### src/rtl/oc_pkg.sv
package oc_pkg;

    typedef enum logic [2:0] {
        MD_OFF  = 3'b000,
        MD_SET  = 3'b001,
        MD_CLR  = 3'b010,
        MD_TGL  = 3'b011,
        MD_ONE  = 3'b100,
        MD_TRN  = 3'b101,
        MD_PWM  = 3'b110,
        MD_PWMF = 3'b111
    } oc_mode_e;

    typedef enum logic [3:0] {
        ST_OFF,
        ST_SET_WAIT,
        ST_SET_DONE,
        ST_CLR_WAIT,
        ST_CLR_DONE,
        ST_TOGGLE,
        ST_ONE_ARM,
        ST_ONE_HIGH,
        ST_ONE_DONE,
        ST_TRN_ARM,
        ST_TRN_HIGH,
        ST_PWM_FREE,
        ST_PWM_GUARD,
        ST_FAULT
    } oc_state_e;

    typedef enum logic [1:0] {
        WS_CTL  = 2'd0,
        WS_PRI  = 2'd1,
        WS_SEC  = 2'd2,
        WS_NONE = 2'd3
    } oc_wsel_e;

    localparam int unsigned CTL_TSEL_BIT = 3;
    localparam int unsigned CTL_FLT_BIT  = 4;
    localparam int unsigned CTL_FRZ_BIT  = 5;
    localparam int unsigned CTL_USED     = 6;

    typedef struct packed {
        logic     frz;
        logic     tsel;
        oc_mode_e mode;
    } oc_ctl_t;

endpackage

### src/rtl/oc_regs.sv
module oc_regs
    import oc_pkg::*;
#(
    parameter int unsigned TW = 16
) (
    input  logic          clk,
    input  logic          rst_n,
    input  logic          wr_en,
    input  logic [1:0]    wr_sel,
    input  logic [TW-1:0] wr_data,
    input  logic          duty_ld,
    input  logic          flt_stat,
    output oc_ctl_t       ctl,
    output logic          ctl_ld,
    output logic [TW-1:0] pri,
    output logic [TW-1:0] sec,
    output logic [TW-1:0] duty,
    output logic [TW-1:0] rdata
);

    logic pri_wr;
    logic sec_wr;

    assign ctl_ld = wr_en && (oc_wsel_e'(wr_sel) == WS_CTL);
    assign pri_wr = wr_en && (oc_wsel_e'(wr_sel) == WS_PRI);
    assign sec_wr = wr_en && (oc_wsel_e'(wr_sel) == WS_SEC);

    always_ff @(posedge clk) begin
        if (!rst_n) begin
            ctl <= '{frz: 1'b0, tsel: 1'b0, mode: MD_OFF};
        end else if (ctl_ld) begin
            ctl.frz  <= wr_data[CTL_FRZ_BIT];
            ctl.tsel <= wr_data[CTL_TSEL_BIT];
            ctl.mode <= oc_mode_e'(wr_data[2:0]);
        end
    end

    always_ff @(posedge clk) begin
        if (!rst_n) begin
            pri <= '0;
            sec <= '0;
        end else begin
            if (pri_wr) begin
                pri <= wr_data;
            end
            if (sec_wr) begin
                sec <= wr_data;
            end
        end
    end

    // Active duty: shadow of the primary value, refreshed on mode entry
    // and at each period rollover only.
    always_ff @(posedge clk) begin
        if (!rst_n) begin
            duty <= '0;
        end else if (ctl_ld || duty_ld) begin
            duty <= pri;
        end
    end

    always_comb begin
        rdata               = '0;
        rdata[2:0]          = ctl.mode;
        rdata[CTL_TSEL_BIT] = ctl.tsel;
        rdata[CTL_FLT_BIT]  = flt_stat;
        rdata[CTL_FRZ_BIT]  = ctl.frz;
    end

    AST_DUTY_HOLD: assert property (@(posedge clk) disable iff (!rst_n)
        (!ctl_ld && !duty_ld) |=> $stable(duty));

endmodule

### src/rtl/oc_tbsel.sv
module oc_tbsel
    import oc_pkg::*;
#(
    parameter int unsigned TW = 16
) (
    input  logic [TW-1:0] cnt_a,
    input  logic          roll_a,
    input  logic [TW-1:0] cnt_b,
    input  logic          roll_b,
    input  logic          tsel,
    input  logic [TW-1:0] pri,
    input  logic [TW-1:0] sec,
    input  logic [TW-1:0] duty,
    output logic          hit_pri,
    output logic          hit_sec,
    output logic          hit_duty,
    output logic          roll
);

    localparam int unsigned NREF = 3;

    logic [TW-1:0] cnt;
    logic [TW-1:0] refs [NREF];
    logic [NREF-1:0] hits;

    assign cnt  = tsel ? cnt_b : cnt_a;
    assign roll = tsel ? roll_b : roll_a;

    assign refs[0] = pri;
    assign refs[1] = sec;
    assign refs[2] = duty;

    for (genvar g = 0; g < NREF; g++) begin : g_cmp
        assign hits[g] = (cnt == refs[g]);
    end

    assign hit_pri  = hits[0];
    assign hit_sec  = hits[1];
    assign hit_duty = hits[2];

endmodule

### src/rtl/oc_fsm.sv
module oc_fsm
    import oc_pkg::*;
(
    input  logic     clk,
    input  logic     rst_n,
    input  logic     ctl_ld,
    input  oc_mode_e ld_mode,
    input  logic     run,
    input  logic     fault_in,
    input  logic     hit_pri,
    input  logic     hit_sec,
    input  logic     hit_duty,
    input  logic     roll,
    output logic     out_q,
    output logic     irq_q,
    output logic     duty_ld,
    output logic     flt_stat
);

    oc_state_e st;
    oc_state_e st_nx;
    logic      out_nx;
    logic      irq_nx;

    always_comb begin
        st_nx   = st;
        out_nx  = out_q;
        irq_nx  = 1'b0;
        duty_ld = 1'b0;
        if (ctl_ld) begin
            unique case (ld_mode)
                MD_OFF:  begin st_nx = ST_OFF;       out_nx = 1'b0; end
                MD_SET:  begin st_nx = ST_SET_WAIT;  out_nx = 1'b0; end
                MD_CLR:  begin st_nx = ST_CLR_WAIT;  out_nx = 1'b1; end
                MD_TGL:  begin st_nx = ST_TOGGLE;    out_nx = 1'b0; end
                MD_ONE:  begin st_nx = ST_ONE_ARM;   out_nx = 1'b0; end
                MD_TRN:  begin st_nx = ST_TRN_ARM;   out_nx = 1'b0; end
                MD_PWM:  begin st_nx = ST_PWM_FREE;  out_nx = 1'b0; end
                MD_PWMF: begin st_nx = ST_PWM_GUARD; out_nx = 1'b0; end
            endcase
        end else if (run) begin
            unique case (st)
                ST_OFF, ST_SET_DONE, ST_CLR_DONE, ST_ONE_DONE, ST_FAULT: begin
                end
                ST_SET_WAIT: begin
                    if (hit_pri) begin
                        st_nx  = ST_SET_DONE;
                        out_nx = 1'b1;
                        irq_nx = 1'b1;
                    end
                end
                ST_CLR_WAIT: begin
                    if (hit_pri) begin
                        st_nx  = ST_CLR_DONE;
                        out_nx = 1'b0;
                        irq_nx = 1'b1;
                    end
                end
                ST_TOGGLE: begin
                    if (hit_pri) begin
                        out_nx = !out_q;
                        irq_nx = 1'b1;
                    end
                end
                ST_ONE_ARM: begin
                    if (hit_pri) begin
                        st_nx  = ST_ONE_HIGH;
                        out_nx = 1'b1;
                        irq_nx = 1'b1;
                    end
                end
                ST_ONE_HIGH: begin
                    if (hit_sec) begin
                        st_nx  = ST_ONE_DONE;
                        out_nx = 1'b0;
                        irq_nx = 1'b1;
                    end
                end
                ST_TRN_ARM: begin
                    if (hit_pri) begin
                        st_nx  = ST_TRN_HIGH;
                        out_nx = 1'b1;
                        irq_nx = 1'b1;
                    end
                end
                ST_TRN_HIGH: begin
                    if (hit_sec) begin
                        st_nx  = ST_TRN_ARM;
                        out_nx = 1'b0;
                        irq_nx = 1'b1;
                    end
                end
                ST_PWM_FREE, ST_PWM_GUARD: begin
                    if ((st == ST_PWM_GUARD) && fault_in) begin
                        st_nx  = ST_FAULT;
                        out_nx = 1'b0;
                        irq_nx = 1'b1;
                    end else if (roll) begin
                        out_nx  = 1'b1;
                        duty_ld = 1'b1;
                    end else if (hit_duty && out_q) begin
                        out_nx = 1'b0;
                        irq_nx = 1'b1;
                    end
                end
                default: begin
                    st_nx  = ST_OFF;
                    out_nx = 1'b0;
                end
            endcase
        end
    end

    always_ff @(posedge clk) begin
        if (!rst_n) begin
            st <= ST_OFF;
        end else begin
            st <= st_nx;
        end
    end

    always_ff @(posedge clk) begin
        if (!rst_n) begin
            out_q <= 1'b0;
            irq_q <= 1'b0;
        end else begin
            out_q <= out_nx;
            irq_q <= irq_nx;
        end
    end

    assign flt_stat = (st == ST_FAULT);

    AST_OFF_LOW: assert property (@(posedge clk) disable iff (!rst_n)
        (st == ST_OFF) |-> !out_q);

    AST_FAULT_LOW: assert property (@(posedge clk) disable iff (!rst_n)
        (st == ST_FAULT) |-> !out_q);

    AST_DONE_HOLD: assert property (@(posedge clk) disable iff (!rst_n)
        ((st == ST_ONE_DONE) && !ctl_ld) |=> (st == ST_ONE_DONE));

    AST_IRQ_CAUSE: assert property (@(posedge clk) disable iff (!rst_n)
        irq_q |-> ((out_q != $past(out_q)) || flt_stat));

    AST_FREEZE_HOLD: assert property (@(posedge clk) disable iff (!rst_n)
        (!run && !ctl_ld) |=> $stable(out_q));

endmodule

### src/rtl/oc_channel.sv
module oc_channel
    import oc_pkg::*;
#(
    parameter int unsigned TW = 16
) (
    input  logic          clk,
    input  logic          rst_n,
    input  logic [TW-1:0] tmr_a_cnt,
    input  logic          tmr_a_roll,
    input  logic [TW-1:0] tmr_b_cnt,
    input  logic          tmr_b_roll,
    input  logic          wr_en,
    input  logic [1:0]    wr_sel,
    input  logic [TW-1:0] wr_data,
    output logic [TW-1:0] ctl_rdata,
    input  logic          idle_in,
    input  logic          fault_in,
    output logic          oc_out,
    output logic          oc_irq
);

    oc_ctl_t       ctl;
    logic          ctl_ld;
    logic [TW-1:0] pri;
    logic [TW-1:0] sec;
    logic [TW-1:0] duty;
    logic          duty_ld;
    logic          flt_stat;
    logic          hit_pri;
    logic          hit_sec;
    logic          hit_duty;
    logic          roll;
    logic          run;

    assign run = !(idle_in && ctl.frz);

    oc_regs #(.TW(TW)) u_regs (
        .clk      (clk),
        .rst_n    (rst_n),
        .wr_en    (wr_en),
        .wr_sel   (wr_sel),
        .wr_data  (wr_data),
        .duty_ld  (duty_ld),
        .flt_stat (flt_stat),
        .ctl      (ctl),
        .ctl_ld   (ctl_ld),
        .pri      (pri),
        .sec      (sec),
        .duty     (duty),
        .rdata    (ctl_rdata)
    );

    oc_tbsel #(.TW(TW)) u_tbsel (
        .cnt_a    (tmr_a_cnt),
        .roll_a   (tmr_a_roll),
        .cnt_b    (tmr_b_cnt),
        .roll_b   (tmr_b_roll),
        .tsel     (ctl.tsel),
        .pri      (pri),
        .sec      (sec),
        .duty     (duty),
        .hit_pri  (hit_pri),
        .hit_sec  (hit_sec),
        .hit_duty (hit_duty),
        .roll     (roll)
    );

    oc_fsm u_fsm (
        .clk      (clk),
        .rst_n    (rst_n),
        .ctl_ld   (ctl_ld),
        .ld_mode  (oc_mode_e'(wr_data[2:0])),
        .run      (run),
        .fault_in (fault_in),
        .hit_pri  (hit_pri),
        .hit_sec  (hit_sec),
        .hit_duty (hit_duty),
        .roll     (roll),
        .out_q    (oc_out),
        .irq_q    (oc_irq),
        .duty_ld  (duty_ld),
        .flt_stat (flt_stat)
    );

    AST_MODE_TRACK: assert property (@(posedge clk) disable iff (!rst_n)
        ctl_ld |=> (ctl.mode == oc_mode_e'($past(wr_data[2:0]))));

endmodule

### config.mk
export PLATFORM = sky130hd
export DESIGN_NAME = oc_channel
export DESIGN_NICKNAME = d
export VERILOG_FILES = /design/src/rtl/oc_pkg.sv /design/src/rtl/oc_regs.sv /design/src/rtl/oc_tbsel.sv /design/src/rtl/oc_fsm.sv /design/src/rtl/oc_channel.sv
export SDC_FILE = /design/constraint.sdc
export NUM_CORES = 1
export LEC_CHECK = 0
export ABC_AREA = 0
export BUFFER_PORTS_ARGS = -buffer_cell sky130_fd_sc_hd__buf_2
export CAP_MARGIN = 20
export CORE_MARGIN = 4
export CORE_UTILIZATION = 31
export CTS_BUF_LIST = sky130_fd_sc_hd__clkbuf_8
export CTS_CLUSTER_SIZE = 14
export DETAILED_ROUTE_END_ITERATION = 8
export PLACE_DENSITY = 0.49
export SLEW_MARGIN = 20
export SYNTH_ARGS = -nofsm -noshare
export SYNTH_HDL_FRONTEND = slang
export SYNTH_SLANG_ARGS = --single-unit
### constraint.sdc
create_clock -name clk -period 4.7 [get_ports clk]
set_clock_uncertainty 0.15 [all_clocks]
set_input_delay 0.47 -clock clk [delete_from_list [all_inputs] [get_ports clk]]
set_output_delay 0.47 -clock clk [all_outputs]
set_load 0.005 [all_outputs]
# Yosys cells after proc, flatten, opt, wreduce, memory -nomap -nowiden
# Memories as Yosys holds them, arrays and structs flattened.
# Cells that the tools add are included.
[op_classes]
n_eq_ne = 32
mux = 33
bitwise_logic = 1
n_reduce_logical = 19
[ops]
columns = ["op", "count"]
rows = [
  ["equality test 16 bit", 3],
  ["two-way mux 4 bit", 9],
  ["case mux 4 bit (8 select lines)", 1],
  ["equality test 4 bit, second input constant", 6],
  ["inequality test 3 bit, second input constant", 7],
  ["two-way mux 1 bit", 20],
  ["equality test 4 x 3 -> 1 bit, second input constant", 4],
  ["two-way mux 16 bit", 1],
  ["OR reduction 5 bit", 2],
  ["AND reduction 9 bit", 1],
  ["equality test 4 x 2 -> 1 bit, second input constant", 2],
  ["AND reduction 7 bit", 1],
  ["logical AND 1 bit", 6],
  ["inequality test 3 x 1 -> 1 bit, second input constant", 2],
  ["case mux 1 bit (6 select lines)", 1],
  ["OR reduction 3 bit", 2],
  ["OR reduction 6 bit", 1],
  ["inequality test 5 x 3 -> 1 bit, second input constant", 1],
  ["equality test 4 x 1 -> 1 bit, second input constant", 1],
  ["logical NOT 4 bit", 1],
  ["inequality test 2 x 1 -> 1 bit, second input constant", 2],
  ["OR reduction 2 bit", 2],
  ["inequality test 3 x 2 -> 1 bit, second input constant", 1],
  ["case mux 1 bit (3 select lines)", 1],
  ["other kinds (7)", 7],
]
[totals]
ff_bits = 59
mem_bits_ro = 40
inputBits = 57
output_inout_bits = 18
n_memories = 1
[memory_table]
columns = ["memory", "depth", "width", "read_ports", "rd_clocked_by_memory_dff", "write_ports", "line_no", "source"]
rows = [
  ["(no name shown)", 8, 5, 1, 0, 0, "oc_fsm.sv:31", "unique case (ld_mode)"],
]

# Depth between registers and ports, before layout
# Gate-level depths: netlist of run 1.
[logic_depth]
depth_word = 9
depth_mapped = 10
ltp_nobuf = 8

# Modules after synthesis
# A second synthesis of run 1 with hierarchy kept.
[hier_totals]
cells_unflattened = 436
area_unflattened_um2 = 3772.4
[by_module_without_submodules]
columns = ["module", "instances", "cells_per_inst", "area_each_um2", "seq_area_each_um2"]
rows = [
  ["oc_regs", 1, 246, 2172.1, 1061.0],
  ["oc_fsm", 1, 107, 817.0, 120.1],
  ["oc_tbsel", 1, 82, 779.5, 0.0],
  ["oc_channel", 1, 1, 3.8, 0.0],
]

# Least setup slack after synthesis of run 1
# No wires, ideal clock.
[synth_timing]
kind = "reg-to-reg"
from = "register, netlist name u_regs.ctl[3]"
to = "register u_fsm.out_q"
setup_time_ps = 62
arrival_time_ps = 2328
required_ps = 4488
slack_ps = 2160
path_stages_with_launch = 11
cell_sequence = "dfxtp_1 > buf_6 > buf_12 > mux2i_4 > xnor2_1 > nor4_2 > nand4_1 > a21oi_2 > nand3_2 > or4_1 > nand3_1"
[synth_between]
elab_chain_cells = 6
[synth_lines]
columns = ["item", "line_no", "source"]
rows = [
  ["branches (longest 6 deep; another with two-way mux 16 bit)", "n/a", ""],
  ["to (signal assigned)", "oc_fsm.sv:127", "out_q <= out_nx;"],
  ["to (decl)", "oc_fsm.sv:14", "output logic out_q,"],
]
# Several ways; the timed one is not identified. The select of a mux whose other input is x is not followed.
# A chain may end at the register's enable or synchronous reset.

# Worst setup path after layout of run 1
[layout_timing]
from = "register, netlist name u_regs.ctl[3]"
to = "register u_fsm.out_q"
[layout_between]
elab_chain_cells = 6
[layout_lines]
columns = ["item"]
rows = [
  ["branches (longest 6 deep; another with two-way mux 16 bit)"],
]
# Several ways; the timed one is not identified. The select of a mux whose other input is x is not followed.

==> results of run 1 <==
where the power goes:
group | switching, uW | leakage (uW) | internal, uW
logic | 83.2 | 0.000854 | 76.0
registers | 15.9 | 0.000478 | 512
clock network | 218 | 0.000113 | 297
total | 317 | 0.00145 | 885
Yosys cell counts, drive strengths merged, types with 2 or more instances:
| cell type | count |
|---|---|
| a21boi | 37 |
| xor2 | 2 |
| nand3b | 4 |
| inv | 5 |
| buf | 16 |
| and3b | 2 |
| nand2 | 91 |
| o21a | 3 |
| nand3 | 4 |
| mux2i | 37 |
| nand4 | 3 |
| xnor2 | 47 |
| nor2b | 19 |
| dfxtp | 59 |
| a31oi | 2 |
| nor4 | 12 |
| and2 | 3 |
| nor2 | 6 |
| nor3 | 5 |
| o2111ai | 3 |
| ha | 3 |
| a21oi | 6 |
| o21ai | 9 |
| nand2b | 4 |
| clkbuf | 20 |
kinds of logic (layout without fill, tap and decap cells):
kind of cell | count (synthesis) | after routing | synth area share, %
flip-flops | 59 | 59 | 32.8
AND/OR/NAND/NOR | 158 | 158 | 21.3
XOR/XNOR | 49 | 49 | 11.9
buffers and inverters | 41 | 86 | 6.33
adder cells (fa/ha/maj) | 4 | 4 | 1.32
other | 1 | 10 | 0.104
multiplexers | 37 | 37 | 13.2
AO/OA/AOI/OAI | 66 | 66 | 13.1
layer usage:
metal / up-vias / share of wire, % / routed length (um) / track usage [%]
met5: - / 0 / 0 / 0
met3: 14 / 5.9 / 550 / 2.72
met1: 1357 / 47 / 4340 / 19.5
li1: 1491 / - / - / -
met2: 72 / 46 / 4220 / 23.0
met4: 0 / 1.6 / 146 / 5.41
state kept, by name (all words and copies together), names as in the netlist:
signal	flops
u_regs.ctl	5
u_fsm.out_q	1
u_regs.duty	16
u_regs.pri	16
u_regs.sec	16
u_fsm.irq_q	1
u_fsm.st	4
stage by stage:
step,std cells,total power [uW]
finish,612,1200
CTS,612,1220
global placement,596,700
floorplan,424,648
detailed placement,596,701
global route,612,1260
cell type report:
type | count | area (sq um) | share of cell area, %
flip-flops and latches | 59 | 1180 | 28.5
repair buffers | 65 | 328 | 7.90
clock inverters | 7 | 92.6 | 2.23
clock buffers | 9 | 124 | 2.99
inverters | 5 | 18.8 | 0.452
well taps | 143 | 179 | 4.31
multi-input cells | 324 | 2220 | 53.6
worst reg2reg max path, cell delays in order (launching register included):
cell,delay [ns]
dfxtp_2,0.92
mux2i_1,0.51
xnor2_1,0.11
nor4_1,0.40
nand4_1,0.31
a21oi_2,0.21
nand3_2,0.12
or4_1,0.54
nand3_1,0.10
path summary, 6_finish.rpt:
path         depth (start not counted)            end     startpoint  slack, ns
max reg2reg                          8    u_fsm.out_q  u_regs.ctl[3]       1.28
max                                  8    u_fsm.out_q  u_regs.ctl[3]       1.28
min reg2reg                          2  u_regs.ctl[0]  u_regs.ctl[0]       0.32
min                                  2    u_fsm.irq_q        idle_in       0.18
==> metrics, run 1 <==
Crit Path Max Fanout 19; Filler Cell Count 1185; Cells after Synth 415; Die ar. 13400 sq um; Synth async-reset ratio 0%; Port Buffers 64; die height 116 um; Slew Limit Fails 0; Achievable Freq 292 MHz; post-DR wirelength/cell 15.1 um; post-route cell area 4150 sq um; first-pass GRT wire length 14.9 mm; final core occ 36.5%; CP peak stage delay 0.92 ns; Rows 39; critical path class reg2reg; CP max stage cell dfxtp_2; most frequent cells in the layout nand2_1, buf_2, dfxtp_1; CTS Sinks 59; number of synthesized flops with an enable pin 0; RSZ-0062 raised after global routing no; Root Driver clkbuf_8; Reg clk slew, reported paths 0.07 ns; CP required 4.84 ns; largest net degree at the start of global routing 65; ratio of cells with drive above 1 in the final layout 20.3%; Finish-stage setup viols 0; max cap viols 0; # IOs 75; Top FF cell, synth dfxtp_1; drt first-iter violations 181; Mean Syn Cell Area 8.67 sq um; CTS buffer count 9; Min-Delay Path Class in2reg; Die X 116 um; Post-CTS Setup Inserts 0; final hold vios 0; antenna violations before repair 0; H-tree depth 3; Mapped Area 3600 sq um; Overflow after GRT 0; Via density 4.79; HPWL after DPL 6.69 mm; Initial Utilization 31.7%; maximum VDD drop 0.0909 mV; worst rel slew slack 34.8%; post-cts sizing count 0; Synth top area share 32.8%; final worst slack 1.28 ns; leakage power 0.00145 uW; Cell Chain, Critical Path mux2i_1 -> xnor2_1 -> nor4_1 -> nand4_1 -> a21oi_2 -> nand3_2 -> or4_1 -> nand3_1; post-synth top area cell dfxtp_1; clk buf depth 2; DRC 0; worst-case hold slack 0.181 ns; area grow syn2layout 15.3%; outcome finished clean; Net count, final 524; vias in the first global route 2904; Buffers & Inverters on Critical Path 0; area post-placement 3930 sq um; GR Util All Layers 14.4%; remaining antenna violation count 0; Inserted Diodes 0; Yosys warnings 0; worst skew pair latency 0.35 ns; final WL 9.25 mm; period utilisation layout 72.8%; Netlist cell types 46; fin crit period 3.42 ns; core area 11400 sq um; synth top area cells dfxtp_1, xnor2_1, nand2_1; Seq/Total Area, Yosys 32.8%; placer's final routability congestion estimate 0.803; setup TNS 0 ns; TritonCTS clock tree done; hold_buf cts 0; crit-path leading delay family simple AND/OR/NAND/NOR gates; critical path capture point type flip-flop; total number of vias 2934; FF+latch count, synth 59; First-pass DRT Iterations 4; commonest non-fill, non-tap cell in the layout nand2_1; critical path arrival 3.56 ns; Startpoint Class flip-flop; pre-CTS setup slack 1.26 ns; Pwr per Cell Area 290 nW/um^2; Slew @ Worst Pin 0.976 ns
No activity file was read; power rests on OpenSTA's default activity.
==> inputs of run 2 (changes only) <==
Settings changed: PLACE_DENSITY 0.49 to 0.51.
Clock period 4.7 ns to 2.8 ns, I/O delays scaled along.
==> metrics, run 2 (synthesis results as in run 1) <==
post-route cell area 4460 sq um (+7.4%); Total Power 1870 uW (+56%); Net count, final 548 (+4.6%); dpl cells 617 (+3.5%); Die X 116 um (unchanged); critical path arrival 2.74 ns (-0.82 ns); max cap viols 0 (unchanged); Via density 4.79 (-0.15%); # IOs 75 (unchanged); fin crit period 2.67 ns (-0.751 ns); outcome finished clean; placer's final routability congestion estimate 0.860 (+7.1%); critical path capture point type flip-flop; most used routing layer met2; total number of vias 3035 (+3.4%); Overflow after GRT 0 (unchanged); most frequent cells in the layout nand2_1, buf_2, dfxtp_1; ratio of cells with drive above 1 in the final layout 25.9% (+5.6 points); H-tree depth 3 (unchanged); First-pass DRT Iterations 4 (unchanged); Reg clk slew, reported paths 0.07 ns (about the same); clk buf depth 2 (unchanged); CTS Sinks 59 (unchanged); final hold vios 0 (unchanged); RSZ-0062 raised after global routing no; final WL 10.0 mm (+8.6%); area grow syn2layout 23.8%; Cell Chain, Critical Path buf_4 -> mux2i_4 -> xnor2_1 -> nor4_1 -> nand4_1 -> a21oi_2 -> nand3_2 -> buf_4 -> o21a_4 -> mux2i_1; CP required 2.87 ns (-1.97 ns); Slew @ Worst Pin 0.873 ns (-0.102 ns); setup TNS 0 ns (unchanged); met2 Use GR 24.3% (+1.3 points); CP max stage cell dfxtp_4; Achievable Freq 375 MHz (+28%); Min-Delay Path Class in2reg; drt first-iter violations 153 (-15%); maximum VDD drop 0.153 mV (+68%); die height 116 um (unchanged); Port Buffers 64 (unchanged); largest net degree at the start of global routing 34 (-48%); critical path class reg2reg; commonest non-fill, non-tap cell in the layout nand2_1; CTS buffer count 9 (unchanged); Pwr per Cell Area 421 nW/um^2 (+45%); remaining antenna violation count 0 (unchanged); final worst slack 0.130 ns (-1.15 ns); Global Route met1 Usage 20.7% (+1.2 points); Crit path top cell by count buf_4; period utilisation layout 95.3% (+23 points); vias in the first global route 3029 (+4.3%); worst skew pair latency 0.35 ns (about the same); Crit Path Max Fanout 5 (-14); Die ar. 13400 sq um (unchanged); worst rel slew slack 41.6% (+6.8 points); core area 11400 sq um (unchanged); Rows 39 (unchanged); Initial Utilization 31.7% (unchanged); TritonCTS clock tree done; Finish-stage setup viols 0 (unchanged); first-pass GRT wire length 15.7 mm (+5.5%); post-DR wirelength/cell 15.9 um (+4.8%); met3 GRT Util 3.19% (+0.47 points); HPWL after DPL 7.36 mm (+10%); Inserted Diodes 0 (unchanged); GR Util All Layers 15.4% (+0.97 points); area post-placement 4130 sq um (+5.0%); pre-CTS setup slack -0.0416 ns (-1.30 ns); antenna violations before repair 0 (unchanged); CP peak stage delay 0.38 ns (-0.54 ns); Top Registers u_regs.duty: 16 flops, u_regs.pri: 16 flops, u_regs.sec: 16 flops; worst reg2reg setup slack 0.13 ns (-1.15 ns); fin cells 634 (+3.6%); Root Driver clkbuf_8; DRC 0 (unchanged); Startpoint Class flip-flop; leakage power 0.00158 uW (+9.6%); Slew Limit Fails 0 (unchanged)
## run 2: cell types whose count changed in the layout (fill, tap and decap cells not counted), sizes merged
cell / change
buf: +23
clkinv: -3
bufinv: -2
inv: +2
clkbuf: +1
dlygate4sd3: +1
## run 2: area by class of cell
cell class                      count  area, sq um
Clock inverter                      4         21.3
Fill cell                        1190         6910
Inverter                            5         18.8
Sequential cell                    59         1180
Tap cell                          143          179
Multi-Input combinational cell    324         2360
Clock buffer                       10          138
Timing Repair Buffer               89          556
## run 2: path summary, 6_finish.rpt
path	start	to	depth (start not counted)
worst max register to register	u_regs.ctl[3]	u_fsm.st[1]	10
worst min register to register	u_regs.ctl[1]	u_regs.ctl[1]	2
worst min-delay path	wr_data[11]	u_regs.pri[11]	3
worst max-delay path	u_regs.ctl[3]	u_fsm.st[1]	10
## run 2: worst max-delay path: cells and delay by family, from the launching register on
family / cells / cell delay (ns)
AO/OA/AOI/OAI: 2 / 0.46
AND/OR/NAND/NOR: 3 / 0.69
flip-flops: 1 / 0.38
multiplexers: 2 / 0.42
buffers and inverters: 2 / 0.36
XOR/XNOR: 1 / 0.09
## run 2: what timing repair did
action,in CTS,in global routing
pin swaps,0,9
setup endpoints to repair,4,6
hold endpoints to repair,1,0
hold buffers,1,0
setup buffers,0,2
gates resized for setup,1,23
## run 2: through the flow
step / util (%) / hold WS, ns
after floorplan: - / 0.242
after global placement: 36.3 / 0.302
after detailed placement: 36.3 / 0.304
after CTS: 37.8 / 0.0308
after global routing: 39.2 / 0.0479
final: 39.2 / 0.0366
## run 2: where the power goes
part	total (uW)	internal, uW	leakage (uW)	switching (uW)
Clock	664	328	0.0000906	335
Combinational	332	162	0.00102	170
Sequential	878	859	0.000479	18.9
## run 2: per-layer routing
metal | up-vias | wire length, um
li1 | 1531 | -
met1 | 1413 | 4830
met2 | 73 | 4550
met3 | 18 | 468
met4 | 0 | 198
met5 | - | 0
